<file path="src/rtl/rbs_pkg.sv">
package rbs_pkg;
    localparam int BYTE_W = 8;

    typedef logic [BYTE_W-1:0] byte_t;

    typedef enum logic {
        HALF_HI = 1'b0,
        HALF_LO = 1'b1
    } half_e;
endpackage

</file>
<file path="src/rtl/rbs_framer.sv">
module rbs_framer #(
    parameter int RES_W = 10
) (
    input  logic [RES_W-1:0]    res_i,
    input  rbs_pkg::half_e      half_i,
    output rbs_pkg::byte_t      byte_o
);
    localparam int BW    = rbs_pkg::BYTE_W;
    localparam int HI_W  = RES_W - BW;
    localparam int PAD_W = 2*BW - RES_W;

    rbs_pkg::byte_t hi_byte;

    generate
        if (PAD_W > 0) begin : g_pad
            assign hi_byte = {{PAD_W{1'b1}}, res_i[RES_W-1:BW]};
        end else begin : g_nopad
            assign hi_byte = res_i[RES_W-1:BW];
        end
    endgenerate

    always_comb begin
        if (half_i == rbs_pkg::HALF_HI) begin
            byte_o = hi_byte;
        end else begin
            byte_o = res_i[BW-1:0];
        end
    end

    if (HI_W < 1 || HI_W > BW) begin : g_bad_width
        initial begin
            $display("rbs_framer: RES_W must lie in 9..16");
        end
    end
endmodule

</file>
<file path="src/rtl/rbs_wrap.sv">
module rbs_wrap #(
    parameter int ADDR_W = 4
) (
    input  logic [ADDR_W-1:0] addr_i,
    input  logic [ADDR_W:0]   count_i,
    output logic [ADDR_W-1:0] next_o
);
    logic [ADDR_W:0] incr;

    always_comb begin
        incr = {1'b0, addr_i} + {{ADDR_W{1'b0}}, 1'b1};
        if (count_i == '0 || incr >= count_i) begin
            next_o = '0;
        end else begin
            next_o = incr[ADDR_W-1:0];
        end
    end
endmodule

</file>
<file path="src/rtl/result_byte_streamer.sv">
module result_byte_streamer #(
    parameter int ADDR_W = 4,
    parameter int RES_W  = 10
) (
    input  logic              clk,
    input  logic              rst_n,
    input  logic              byte_req,
    input  logic              ack_valid,
    input  logic              ack_nack,
    input  logic              stop_seen,
    input  logic              rstart_seen,
    input  logic [ADDR_W:0]   result_count,
    input  logic [RES_W-1:0]  mem_rdata,
    output logic [ADDR_W-1:0] mem_addr,
    output logic [7:0]        tx_byte,
    output logic              tx_valid,
    output logic              idle
);
    typedef struct packed {
        logic               active;
        logic               pending;
        rbs_pkg::half_e     half;
        logic [ADDR_W-1:0]  addr;
        logic               tx_valid;
        rbs_pkg::byte_t     tx_byte;
    } state_t;

    state_t state_d, state_q;

    rbs_pkg::byte_t    framed;
    logic [ADDR_W-1:0] addr_next;
    logic              bus_release;

    rbs_framer #(.RES_W(RES_W)) u_framer (
        .res_i  (mem_rdata),
        .half_i (state_q.half),
        .byte_o (framed)
    );

    rbs_wrap #(.ADDR_W(ADDR_W)) u_wrap (
        .addr_i  (state_q.addr),
        .count_i (result_count),
        .next_o  (addr_next)
    );

    assign bus_release = stop_seen | rstart_seen;

    always_comb begin
        state_d          = state_q;
        state_d.tx_valid = 1'b0;
        if (bus_release) begin
            state_d.active  = 1'b0;
            state_d.pending = 1'b0;
            state_d.half    = rbs_pkg::HALF_HI;
            state_d.addr    = '0;
        end else if (state_q.pending) begin
            if (ack_valid) begin
                state_d.pending = 1'b0;
                if (ack_nack) begin
                    state_d.active = 1'b0;
                end else if (state_q.half == rbs_pkg::HALF_LO) begin
                    state_d.half = rbs_pkg::HALF_HI;
                    state_d.addr = addr_next;
                end else begin
                    state_d.half = rbs_pkg::HALF_LO;
                end
            end
        end else if (byte_req) begin
            state_d.tx_valid = 1'b1;
            state_d.tx_byte  = framed;
            state_d.active   = 1'b1;
            state_d.pending  = 1'b1;
        end
    end

    always_ff @(posedge clk or negedge rst_n) begin
        if (!rst_n) begin
            state_q <= '{
                active:   1'b0,
                pending:  1'b0,
                half:     rbs_pkg::HALF_HI,
                addr:     '0,
                tx_valid: 1'b0,
                tx_byte:  '0
            };
        end else begin
            state_q <= state_d;
        end
    end

    assign mem_addr = state_q.addr;
    assign tx_byte  = state_q.tx_byte;
    assign tx_valid = state_q.tx_valid;
    assign idle     = ~state_q.active;
endmodule

</file>
<file path="config.mk">
export PLATFORM = sky130hd
export DESIGN_NAME = result_byte_streamer
export DESIGN_NICKNAME = d
export VERILOG_FILES = /design/src/rtl/rbs_pkg.sv /design/src/rtl/rbs_framer.sv /design/src/rtl/rbs_wrap.sv /design/src/rtl/result_byte_streamer.sv
export SDC_FILE = /design/constraint.sdc
export NUM_CORES = 1
export LEC_CHECK = 0
export ABC_AREA = 1
export ABC_CLOCK_PERIOD_IN_PS = 1850
export CAP_MARGIN = 0
export CORE_ASPECT_RATIO = 2
export CORE_MARGIN = 2
export CORE_UTILIZATION = 25
export DETAILED_ROUTE_END_ITERATION = 10
export HOLD_SLACK_MARGIN = 0.1
export PLACE_DENSITY = 0.57
export SLEW_MARGIN = 25
export SYNTH_ARGS = -nofsm -noshare
export SYNTH_HDL_FRONTEND = slang
export SYNTH_SLANG_ARGS = --single-unit
</file>
<file path="constraint.sdc">
create_clock -name clk -period 1.85 [get_ports clk]
set_input_delay 0.4625 -clock clk [delete_from_list [all_inputs] [get_ports clk]]
set_output_delay 0.4625 -clock clk [all_outputs]
set_load 0.02 [all_outputs]
</file>
==> Word level (Yosys, flattened, before mapping) <==
Cells that the tools add are included.
{ "word_totals": {"mem_count": 0, "ramBits": 0, "ff_bits": 16, "latch_bits": 0, "mem_bits_ro": 0, "inputBits": 22} }
{ "classes": {"n_mux": 14, "n_bitwise": 4, "n_mul": 0, "n_eq_ne": 3, "addsub": 1, "n_reduce_logical": 10, "n_shift": 0, "order_cmp": 1, "n_div": 0} }
{ "op_table": {"columns": ["operator", "count"], "rows": [
  ["two-way mux 9 bit", 3],
  ["two-way mux 7 bit", 2],
  ["two-way mux 5 bit", 2],
  ["AND reduction 3 bit", 3],
  ["two-way mux 4 bit", 2],
  ["two-way mux 8 bit", 1],
  ["!= test 3 x 2 -> 1 bit (second input constant)", 2],
  ["nonzero test 2 bit", 3],
  ["adder 4 x 1 -> 5 bit (second input constant)", 1],
  ["greater-or-equal comparator 5 bit", 1],
  ["zero test 5 bit", 1],
  ["two-way mux 2 bit", 2],
  ["AND reduction 4 bit", 1],
  ["inverter 1 bit", 3],
  ["nonzero test 3 bit", 1],
  ["two-way mux 1 bit", 2],
  ["!= test 2 x 1 -> 1 bit (second input constant)", 1],
  ["logical OR 1 bit", 1],
  ["OR 1 bit", 1]
]} }

==> Longest topological paths before layout <==
Gate-level depths: netlist of the first run.
{ "logic_depth": {"ltp_word": 9, "depth_mapped": 11, "depth_no_buf": 11} }

==> Cells and area by module <==
Synthesis of the first run repeated with hierarchy kept, for this count alone.
{ "unflattened": {"cells_unflattened": 154, "hier_area_um2": 1071.0} }
{ "modules_own_cells": {"columns": ["mod", "area_per_inst_um2", "n_inst", "cells_each"], "rows": [
  ["result_byte_streamer", 760.7, 1, 94],
  ["rbs_wrap", 227.7, 1, 40],
  ["rbs_framer", 82.6, 1, 20]
]} }

==> Worst setup path after synthesis of the first run <==
Ideal clock, no wire load.
{ "synth_timing": {"path_type": "flip-flop to flip-flop", "from": "register state_q (netlist bit mem_addr[0])", "to": "register state_q (netlist bit mem_addr[3])", "setup_time_ns": 0.065, "slack_ns": 0.091, "period_less_slack_ns": 1.759, "path_stages_with_launch": 12, "arrival_time_ns": 1.695, "path_buffers": 0, "cell_sequence": "dfrtp_1 ha_1 xnor2_1 inv_1 ha_1 nand2_1 nand2_1 a21oi_1 inv_1 nor2_1 nand2_1 nand2_1"} }
{ "synth_via": {"elab_chain_cells": 9} }
{ "synth_lines": {"columns": ["item", "line", "source"], "rows": [
  ["start, declared", "result_byte_streamer.sv:28", "state_t state_d, state_q;"],
  ["start signal, assigned", "result_byte_streamer.sv:78", "state_q <= '{"],
  ["start signal, assigned", "result_byte_streamer.sv:87", "state_q <= state_d;"],
  ["adder 4 x 1 -> 5 bit (*)", "rbs_wrap.sv:11", "incr = {1'b0, addr_i} + {{ADDR_W{1'b0}}, 1'b1};"],
  ["greater-or-equal comparator 5 bit", "rbs_wrap.sv:12", "if (count_i == '0 || incr >= count_i) begin"],
  ["logical OR 1 bit", "rbs_wrap.sv:12", null],
  ["two-way mux 4 bit (*)", "rbs_wrap.sv:12", null],
  ["two-way mux 4 bit (*)", "result_byte_streamer.sv:61", "end else if (state_q.half == rbs_pkg::HALF_LO) begin"],
  ["two-way mux 5 bit (*)", "result_byte_streamer.sv:59", "if (ack_nack) begin"],
  ["two-way mux 7 bit (*)", "result_byte_streamer.sv:57", "if (ack_valid) begin"],
  ["two-way mux 5 bit (*)", "result_byte_streamer.sv:56", "end else if (state_q.pending) begin"],
  ["two-way mux 7 bit (*)", "result_byte_streamer.sv:51", "if (bus_release) begin"]
]} }
Mark *: on every way between the ends. The rest lies on a longest branch, timed or not. The select of a mux whose other input is x is not followed.
A chain may end at the register's enable or synchronous reset.

==> Worst setup path after layout of the first run <==
{ "layout_timing": {"from": "register state_q[15] (netlist name)", "to": "output port idle"} }
{ "layout_via": {"elab_chain_cells": 1} }
{ "layout_lines": {"columns": ["item", "line", "source"], "rows": [
  ["inverter 1 bit", "result_byte_streamer.sv:94", "assign idle = ~state_q.active;"],
  ["end, declared", "result_byte_streamer.sv:17", "output logic idle"]
]} }
Every way passes these cells.

==> run metrics, run 1 <==
outcome=finished clean; Critical Path Max Stage Delay=slightly below 600 ps; clk_skew=2.48 ps; Mapped Cells=137; Seq. cell area=400 µm²; Ports=36; WHS=481 ps; cell taking the most area after synthesis=dfrtp_1; Worst VDD drop=roughly 0.31 mV; Fmax achieved=between 0.5 and 0.6 GHz; vias in the first global route=903; final setup vio count=0; ys async rst share=100%; dominant combinational cell family by area after synthesis=simple AND/OR/NAND/NOR gates; slowest CP cell=clkdlybuf4s50_1; R2R Path Start=mem_addr[1]$_DFFE_PN0P_; Initial DRT Pass Iterations=4; Slew HR=between 80% and 90%; drt wl/cell=about 10 µm; data required time of the critical path=1390 ps; CP Cell Sequence=inv_1 -> clkdlybuf4s50_1; Design Area, Final=around 1500 µm²; die area=4830 µm²; WHS Path Cells=2; Largest delay share family, worst path=buffers and inverters; WL met2=1270 µm; placed inst area=between 1000 and 1500 µm²; Worst R2R Path Depth=10; XOR/XNOR Fraction of Synth Area=less than 1%; # nets final=between 200 and 250; Layout area overhead=44.7%; HP Class=reg -> reg; floorplan row count=33; ANT cells=0; Multi-input gate area=514 µm²; Worst-path clk slew=around 60 ps; Fin Setup TNS=0 ps; clk buf depth=2; top post-synthesis cells by area=dfrtp_1 (38%), nand2_1 (12%), buf_4 (9.2%); Simple-Gate Fraction of Synth Area=roughly 28%; Port Buffer Count=35; number of synthesized flops with an enable pin=0; Final Util=between 30 and 40%; Synth Register Bits=16; Main synth FF type=dfrtp_1; syn nets=165; final hold vios=0; Slew Viols, Final=0; GRT Util Overall=about a tenth; Synth Area per Inst=7.78 µm²; Root Buffer=clkbuf_8; first-pass GRT wire length=3900 µm; Worst setup SP type=flop; Worst Min Path Start=tx_byte[2]$_DFFE_PN0P_; commonest cells after routing, fill and taps aside=nand2_1 (34), clkdlybuf4s50_1 (32), inv_1 (20); antenna violations before repair=0; Maximum Capacitance Violations=0; gp weighted congestion=0.786; Metal-1 WL=857 µm; CTS H-tree lvls=1; Clock Latency Late Sink=250 ps; drt initial violations=7; remaining antenna violation count=0; most common cell after layout, fill and taps aside=nand2_1; Reg2Reg Setup Slack=130 ps; largest net degree at the start of global routing=17; pre-CTS setup slack=-111 ps; Crit Reg-Reg Endpoint=mem_addr[1]$_DFFE_PN0P_; post-CTS setup buffer count=0; DIE HEIGHT=~96 µm; synthesized cell area=1070 µm²; sequential fraction of the synthesis area=a little under two fifths; vias per inst=4.23; mux cell area share after synthesis=0%; Final Cycle Share=93.5%; CP max FO=2; Synth Warn #=0; detailed placer's ending HPWL=between 1500 and 2000 µm; Unique masters post-synth=19; final wirelength=2280 µm; CP arrival=~1300 ps; worst slew pin tran=238 ps; Pwr Density=644 nW/µm²; min cycle time layout=1730 ps; share of layout cells above drive strength 1=17.4%; Hold Path End=tx_byte[2]$_DFFE_PN0P_; initial core utilization=26.1%; Critical path buffers and inverters=2; Vias=about 950; die width=50.2 µm; Clock Sinks=16; Setup crit end kind=primary output; Filler Cells Inserted=about 430; Max Used Layer=met4; grt ovf=0; CTS tree=yes; # DRC=0; CTS buffer count=3; Setup CP Type=reg -> out; Final WS setup=approximately 120 ps; core footprint=4090 µm²; share of the synthesized area in the top cell type=37.6%; metal3 WL=88 µm; P_leak=0.000794 µW; Synth Area in Compound Gates=9.98%; post-synthesis adder-cell area fraction=7.04%
worst min-delay path: stages, from the launching register on:
cell	delay (ps)
dfrtp_1	340
nand2_1	60
o21ai_2	50
area by class of cell:
class / instances / share of cell area (%)
multi-input cells: 86 / 33.3
repair buffers: 44 / 27.6
flip-flops and latches: 16 / 26.0
inverters: 22 / 5.35
well taps: 52 / 4.22
clock buffers: 4 / 3.57
per-stage QoR:
stage,power [µW],std cells
floorplan,588,137
global placement,693,220
detailed placement,696,220
CTS,1010,224
global route,1060,224
finish,994,224
report_power, final:
group          internal, µW  switching [µW]  total (µW)
registers               387            18.7         406
logic                   148             133         281
clock network           189             118         307
synthesized netlist by cell type, types with 2 or more instances:
| cell type | number |
|---|---|
| nand4_1 | 5 |
| o21ai_0 | 2 |
| nor2_1 | 18 |
| o21ai_2 | 6 |
| a31oi_1 | 2 |
| nand2_1 | 34 |
| ha_1 | 6 |
| inv_1 | 20 |
| dfrtp_1 | 16 |
| buf_4 | 13 |
| inv_2 | 2 |
| nand3_1 | 6 |
state kept, by name, indices dropped and copies added, names as in the netlist:
signal	count
mem_addr	4
tx_byte	8
tx_valid	1
state_q	3
worst max path at each step:
stage | start | to | slack [ps] | cells after the start
after global routing | mem_addr[1]$_DFFE_PN0P_ | mem_addr[1]$_DFFE_PN0P_ | -2 | 10
after global placement | result_count[4] | mem_addr[0]$_DFFE_PN0P_ | -80 | 9
after detailed placement | result_count[4] | mem_addr[2]$_DFFE_PN0P_ | -110 | 9
after CTS | mem_addr[0]$_DFFE_PN0P_ | mem_addr[0] | 20 | 2
final | state_q[15]$_DFFE_PN0P_ | idle | 120 | 2
after floorplan | mem_addr[0]$_DFFE_PN0P_ | mem_addr[3]$_DFFE_PN0P_ | 90 | 11
metal layers:
| metal | global-route usage (%) | vias up |
|---|---|---|
| met5 | 0 | - |
| met3 | 1.24 | 4 |
| met1 | 11.0 | 425 |
| met4 | 7.64 | 0 |
| li1 | - | 487 |
| met2 | 19.5 | 31 |
logic make-up after synthesis:
family | Yosys count
AOI/OAI and AO/OA | 13
buffers and inverters | 35
adders and majority gates | 6
xor gates and xnor gates | 1
and+or+nand+nor | 66
DFF | 16
timing repair:
item | 4_1_cts | 5_1_grt
hold buffers | 0 | 0
resized for setup | 0 | 8
setup endpoints to repair | 0 | 7
(Power assumes the default switching activity.)
==> run 2: changes to the inputs <==
--- a/config.mk
+++ b/config.mk
@@ -7,13 +7,14 @@
 export LEC_CHECK = 0
 export ABC_AREA = 1
 export ABC_CLOCK_PERIOD_IN_PS = 1850
-export CAP_MARGIN = 0
+export CAP_MARGIN = 10
 export CORE_ASPECT_RATIO = 2
 export CORE_MARGIN = 2
 export CORE_UTILIZATION = 25
 export DETAILED_ROUTE_END_ITERATION = 10
 export HOLD_SLACK_MARGIN = 0.1
 export PLACE_DENSITY = 0.57
+export RECOVER_POWER = 25
 export SLEW_MARGIN = 25
 export SYNTH_ARGS = -nofsm -noshare
 export SYNTH_HDL_FRONTEND = slang
==> run metrics, run 2 (synthesized netlist as in run 1, its figures left out) <==
outcome=finished clean; met1 usage=11.0% (unchanged); Setup CP Type=reg -> out; Final Cycle Share=93.5% (unchanged); Port Buffer Count=35 (unchanged); Crit Reg-Reg Endpoint=mem_addr[1]$_DFFE_PN0P_; met2 usage=19.5% (unchanged); met3 Usage GRT=1.24% (unchanged); initial core utilization=26.1% (unchanged); most common cell after layout, fill and taps aside=nand2_1; Worst-path clk slew=60 ps (about the same); Clock Sinks=16 (unchanged); max reg flops=8 (unchanged); Tot Pwr=992 µW (-0.15%); Maximum Capacitance Violations=0 (unchanged); vias in the first global route=903 (unchanged); die area=4830 µm² (unchanged); HP Class=reg -> reg; Slew HR=40.4% (-44 points); die width=50.2 µm (unchanged); Multi-input gate area=514 µm² (unchanged); Critical Path Max Stage Delay=590 ps (about the same); Worst VDD drop=0.312 mV (about the same); clk buf depth=2 (unchanged); Reg2Reg Setup Slack=130 ps (about the same); # DRC=0 (unchanged); # nets final=201 (unchanged); Vias=947 (unchanged); DIE HEIGHT=96.4 µm (unchanged); ANT cells=0 (unchanged); CTS Hold Buffers Added=0 (unchanged); antenna violations before repair=0 (unchanged); P_leak=0.000790 µW (-0.42%); core footprint=4090 µm² (unchanged); Critical Path Sink=idle; GRT Util Overall=10.7% (unchanged); detailed placer's ending HPWL=1830 µm (unchanged); Sw Share=27.2% (+0.035 points); drt initial violations=7 (unchanged); internal power=722 µW (-0.20%); first-pass GRT wire length=3900 µm (unchanged); remaining antenna violation count=0 (unchanged); slowest CP cell=clkdlybuf4s50_1; Worst setup SP type=flop; Layout area overhead=44.4%; data required time of the critical path=1390 ps (about the same); Clock Latency Late Sink=250 ps (about the same); Initial DRT Pass Iterations=4 (unchanged); Filler Cells Inserted=427 (+0.47%); CP max FO=2 (unchanged); min cycle time layout=1730 ps (unchanged); vias per inst=4.23 (unchanged); floorplan row count=33 (unchanged); clock power share=30.9% (about the same); CTS tree=yes; Seq. cell area=400 µm² (unchanged); CTS H-tree lvls=1 (unchanged); Reg power frac=40.9% (about the same); CP arrival=1270 ps (about the same); Final Util=37.6% (-0.092 points); grt ovf=0 (unchanged); commonest cells after routing, fill and taps aside=nand2_1 (34), clkdlybuf4s50_1 (31), inv_1 (20); Pwr Density=645 nW/µm² (about the same); Setup crit start=state_q[15]$_DFFE_PN0P_; Worst R2R Path Depth=10 (unchanged); final hold vios=0 (unchanged); final wirelength=2280 µm (about the same); largest net degree at the start of global routing=17 (unchanged); Setup crit end kind=primary output; Slew Viols, Final=0 (unchanged); CTS buffer count=3 (unchanged); CP Cell Sequence=inv_1 -> clkdlybuf4s50_1; drt wl/cell=10.2 µm (about the same); R2R Path Start=mem_addr[1]$_DFFE_PN0P_; share of layout cells above drive strength 1=16.9% (-0.58 points); combinational cell fraction of total power=28.2% (about the same); final setup vio count=0 (unchanged); gp weighted congestion=0.786 (unchanged); worst slew pin tran=894 ps (+656 ps); Fmax achieved=0.578 GHz (unchanged); Root Buffer=clkbuf_8; Ports=36 (unchanged); P_sw=270 µW (about the same); clk_skew=2.48 ps (unchanged); most congested layer reported by global routing=met2
[run 2: power groups by stage]
stage	Clock, µW	Combinational (µW)	Sequential, µW
global placement	0	281	412
detailed placement	0	283	413
floorplan	0	177	411
global route	340	307	410
finish	307	279	406
CTS	318	284	406
[run 2: stage by stage]
step           instances  area [µm²]  hold slack (ps)  setup WS, ps  setup TNS (ps)
6_report             224        1540              481           119               0
5_1_grt              224        1540              512         -2.40           -2.40
4_1_cts              224        1510              485          18.9               0
3_5_place_dp         220        1450              468          -111            -419
3_3_place_gp         220        1450              463         -76.3            -290
2_1_floorplan        137        1070              167          90.5               0
[run 2: critical path, delay by kind of cell, from the launching register on]
family / cells / cell delay, ps
buf+inv: 2 / 640
flops: 1 / 380
[run 2: layout make-up]
type | count | area share, %
clock buffer | 4 | 3.58
inverter | 22 | 5.37
multi-input combinational | 86 | 33.4
sequential | 16 | 26.0
tap | 52 | 4.23
timing repair buffer | 44 | 27.4
[run 2: worst min-delay path by stage]
stage                         endpoint  depth (start not counted)                   start  slack [ps]
2_1_floorplan  mem_addr[0]$_DFFE_PN0P_                          0                   rst_n         170
3_3_place_gp    tx_byte[5]$_DFFE_PN0P_                          2  tx_byte[5]$_DFFE_PN0P_         460
3_5_place_dp    tx_byte[5]$_DFFE_PN0P_                          2  tx_byte[5]$_DFFE_PN0P_         470
4_1_cts         tx_byte[5]$_DFFE_PN0P_                          2  tx_byte[5]$_DFFE_PN0P_         480
5_1_grt         tx_byte[2]$_DFFE_PN0P_                          2  tx_byte[2]$_DFFE_PN0P_         510
6_report        tx_byte[2]$_DFFE_PN0P_                          2  tx_byte[2]$_DFFE_PN0P_         480
[run 2: what timing repair did]
item,4_1_cts,5_1_grt
gates resized for setup,0,8
setup buffers,0,0
endpoints found under the hold margin,0,0
endpoints found under the setup margin,0,7
[run 2: per-layer routing]
metal / wire (µm) / vias to the layer above
li1: - / 487
met1: 855 / 425
met2: 1270 / 31
met3: 88 / 4
met4: 63 / 0
met5: 0 / -
==> run 3: changes to the inputs <==
--- a/config.mk
+++ b/config.mk
@@ -5,7 +5,6 @@
 export SDC_FILE = /design/constraint.sdc
 export NUM_CORES = 1
 export LEC_CHECK = 0
-export ABC_AREA = 1
 export ABC_CLOCK_PERIOD_IN_PS = 1850
 export CAP_MARGIN = 10
 export CORE_ASPECT_RATIO = 2
@@ -13,8 +12,9 @@
 export CORE_UTILIZATION = 25
 export DETAILED_ROUTE_END_ITERATION = 10
 export HOLD_SLACK_MARGIN = 0.1
-export PLACE_DENSITY = 0.57
+export PLACE_DENSITY = 0.58
 export RECOVER_POWER = 25
+export SETUP_SLACK_MARGIN = 0.02
 export SLEW_MARGIN = 25
 export SYNTH_ARGS = -nofsm -noshare
 export SYNTH_HDL_FRONTEND = slang
==> run metrics, run 3 <==
outcome=complete, but fails checks; violated checks=setup timing; CP Cell Sequence=ha_2 -> xor2_2 -> ha_2 -> a21o_1 -> a2111oi_4 -> o21ai_2 -> o31ai_2; Synth Register Bits=16 (unchanged); commonest cells after routing, fill and taps aside=clkdlybuf4s50_1 (29), buf_4 (18), dfrtp_1 (16); HP Class=reg -> reg; largest net degree at the start of global routing=18 (+1); # nets final=176 (-12%); clock power share=35.4% (+4.5 points); Final Cycle Share=107% (+14 points); number of synthesized flops with an enable pin=0 (unchanged); worst slew pin tran=903 ps (+8.80 ps); detailed placer's ending HPWL=1780 µm (-3.1%); Main synth FF type=dfrtp_1; vias in the first global route=878 (-2.8%); Tot Pwr=868 µW (-13%); synthesized cell area=996 µm² (-6.6%); Synth Area per Inst=9.58 µm² (+23%); syn nets=132 (-20%); P_sw=212 µW (-22%); ANT cells=0 (unchanged); placed inst area=1430 µm² (-1.8%); Clock Sinks=16 (unchanged); CTS Hold Buffers Added=0 (unchanged); share of layout cells above drive strength 1=24.5% (+7.6 points); Critical Path Max Stage Delay=420 ps (-170 ps); clk buf depth=2 (unchanged); Reg2Reg Setup Slack=-140 ps (-270 ps); floorplan row count=32 (-3.0%); Largest delay share family, worst path=compound AO/OA/AOI/OAI gates; data required time of the critical path=2000 ps (+610 ps); Maximum Capacitance Violations=0 (unchanged); Worst-path clk slew=60 ps (about the same); CTS tree=yes; slowest CP cell=dfrtp_1; sequential fraction of the synthesis area=40.2% (+2.6 points); drt wl/cell=11.6 µm (+14%); Slew Viols, Final=0 (unchanged); final wirelength=2290 µm (+0.39%); Synth Warn #=0 (unchanged); share of the synthesized area in the top cell type=40.2% (+2.6 points); Root Buffer=clkbuf_8; most frequent CP cell=ha_2; CTS H-tree lvls=1 (unchanged); internal power=657 µW (-9.1%); clk_skew=1.02 ps (-1.46 ps); remaining antenna violation count=0 (unchanged); gp weighted congestion=0.758 (-3.5%); die area=4540 µm² (-6.2%); CTS buffer count=3 (unchanged); Final WS setup=-138 ps (-257 ps); die width=48.6 µm (-3.1%); Worst VDD drop=0.437 mV (+40%); Worst setup SP type=flop; combinational cell fraction of total power=21.2% (-7.0 points); Fmax achieved=0.503 GHz (-13%); Ports=36 (unchanged); CP arrival=2140 ps (+870 ps); ys async rst share=100% (unchanged); first-pass GRT wire length=3870 µm (-0.72%); Layout area overhead=54.8%; Pwr Density=563 nW/µm² (-13%); Initial DRT Pass Iterations=4 (unchanged); max reg flops=8 (unchanged); most frequent cells after synthesis=dfrtp_1 (16), inv_1 (14), buf_4 (12), nor2_1 (12); DIE HEIGHT=93.3 µm (-3.2%); most common cell after layout, fill and taps aside=clkdlybuf4s50_1; GRT Util Overall=10.8% (+0.083 points); top-count cell post-synth=dfrtp_1; Reg power frac=43.4% (+2.5 points); core footprint=3840 µm² (-6.0%); Clock Latency Late Sink=240 ps (about the same); initial core utilization=25.9% (-0.17 points); top post-synthesis cells by area=dfrtp_1 (40%), buf_4 (9.0%), ha_1 (7.5%); Vias=825 (-13%); P_leak=0.000715 µW (-9.5%); final hold vios=0 (unchanged); final setup vio count=4 (+4); Final Util=40.1% (+2.5 points); Worst Min Path Start=tx_byte[1]$_DFFE_PN0P_; CP max FO=4 (+2); Unique masters post-synth=30 (+11); RSZ-0062 raised after global routing=true; Fin Setup TNS=-422 ps (-422 ps); antenna violations before repair=0 (unchanged); Setup crit end kind=flop; Slew HR=39.8% (-0.59 points); R2R Path Start=mem_addr[1]$_DFFE_PN0P_; cell taking the most area after synthesis=dfrtp_1; Setup crit start=mem_addr[1]$_DFFE_PN0P_; Design Area, Final=1540 µm² (+0.16%); Setup CP Type=reg -> reg; drt initial violations=8 (+1); Mapped Cells=104 (-24%); # DRC=0 (unchanged); Sw Share=24.4% (-2.8 points); Critical path buffers and inverters=0 (-2); min cycle time layout=1990 ps (+257 ps); Port Buffer Count=35 (unchanged); grt ovf=0 (unchanged); vias per inst=4.17 (-1.4%)
==> run 3: changes by cell type in the layout (fill, tap and decap cells not counted), sizes merged, moves of 6 or more <==
cell   change
inv        -8
nand2     -29
buf       +11
nand3      -6
nor2       -6
==> run 3: path summary, 6_finish.rpt <==
path	depth (start not counted)	endpoint
hold reg to reg	2	tx_byte[1]$_DFFE_PN0P_
max in group asynchronous	2	state_q[15]$_DFFE_PN0P_
setup reg to reg	7	mem_addr[0]$_DFFE_PN0P_
min in group asynchronous	2	tx_byte[4]$_DFFE_PN0P_
hold / removal	2	tx_byte[1]$_DFFE_PN0P_
setup / recovery	7	mem_addr[0]$_DFFE_PN0P_
==> run 3: power by group through the flow <==
stage | clock [µW] | combinational [µW] | sequential [µW]
detailed placement | 0 | 181 | 383
global placement | 0 | 179 | 383
floorplan | 0 | 91.7 | 382
global route | 337 | 203 | 378
finish | 307 | 184 | 377
CTS | 318 | 184 | 377
==> run 3: timing repair <==
item                                    CTS  global route
setup buffers                             3             2
pin swaps                                 2             2
gates resized for setup                   9             4
endpoints found under the hold margin     0             0
endpoints found under the setup margin    5             5
==> run 3: worst reg2reg max path: stages, from the launching register on <==
cell and delay [ps]:
dfrtp_1 420, ha_2 220, xor2_2 160, ha_2 170
a21o_1 200, a2111oi_4 330, o21ai_2 130, o31ai_2 270
==> run 3: logic make-up after synthesis <==
kind of cell,Yosys count,synth area share (%)
and+or+nand+nor,26,13.2
xor gates and xnor gates,3,2.64
AOI/OAI and AO/OA,22,17.3
buffers and inverters,29,17.1
adders and majority gates,6,7.54
DFF,16,40.2
muxes,2,2.01
==> run 3: final cells by class <==
type	instances	area (µm²)
clock buffer	4	55.1
fill	406	2300
inverter	14	52.6
multi-input combinational	59	472
sequential	16	400
tap	51	63.8
timing repair buffer	54	498
==> run 3: metal layers <==
layer	GRT usage [%]	vias up	wire length (µm)
met5	0	-	0
met2	20.9	24	1270
met1	11.6	379	901
li1	-	420	-
met4	2.86	0	7
met3	2.08	2	109
==> run 3: metrics by stage <==
stage / std cells / hold slack [ps] / setup slack (ps)
2_1_floorplan: 104 / 167 / 15.7
3_3_place_gp: 189 / 518 / -360
3_5_place_dp: 189 / 521 / -477
4_1_cts: 196 / 540 / -142
5_1_grt: 198 / 559 / -238
6_report: 198 / 535 / -138
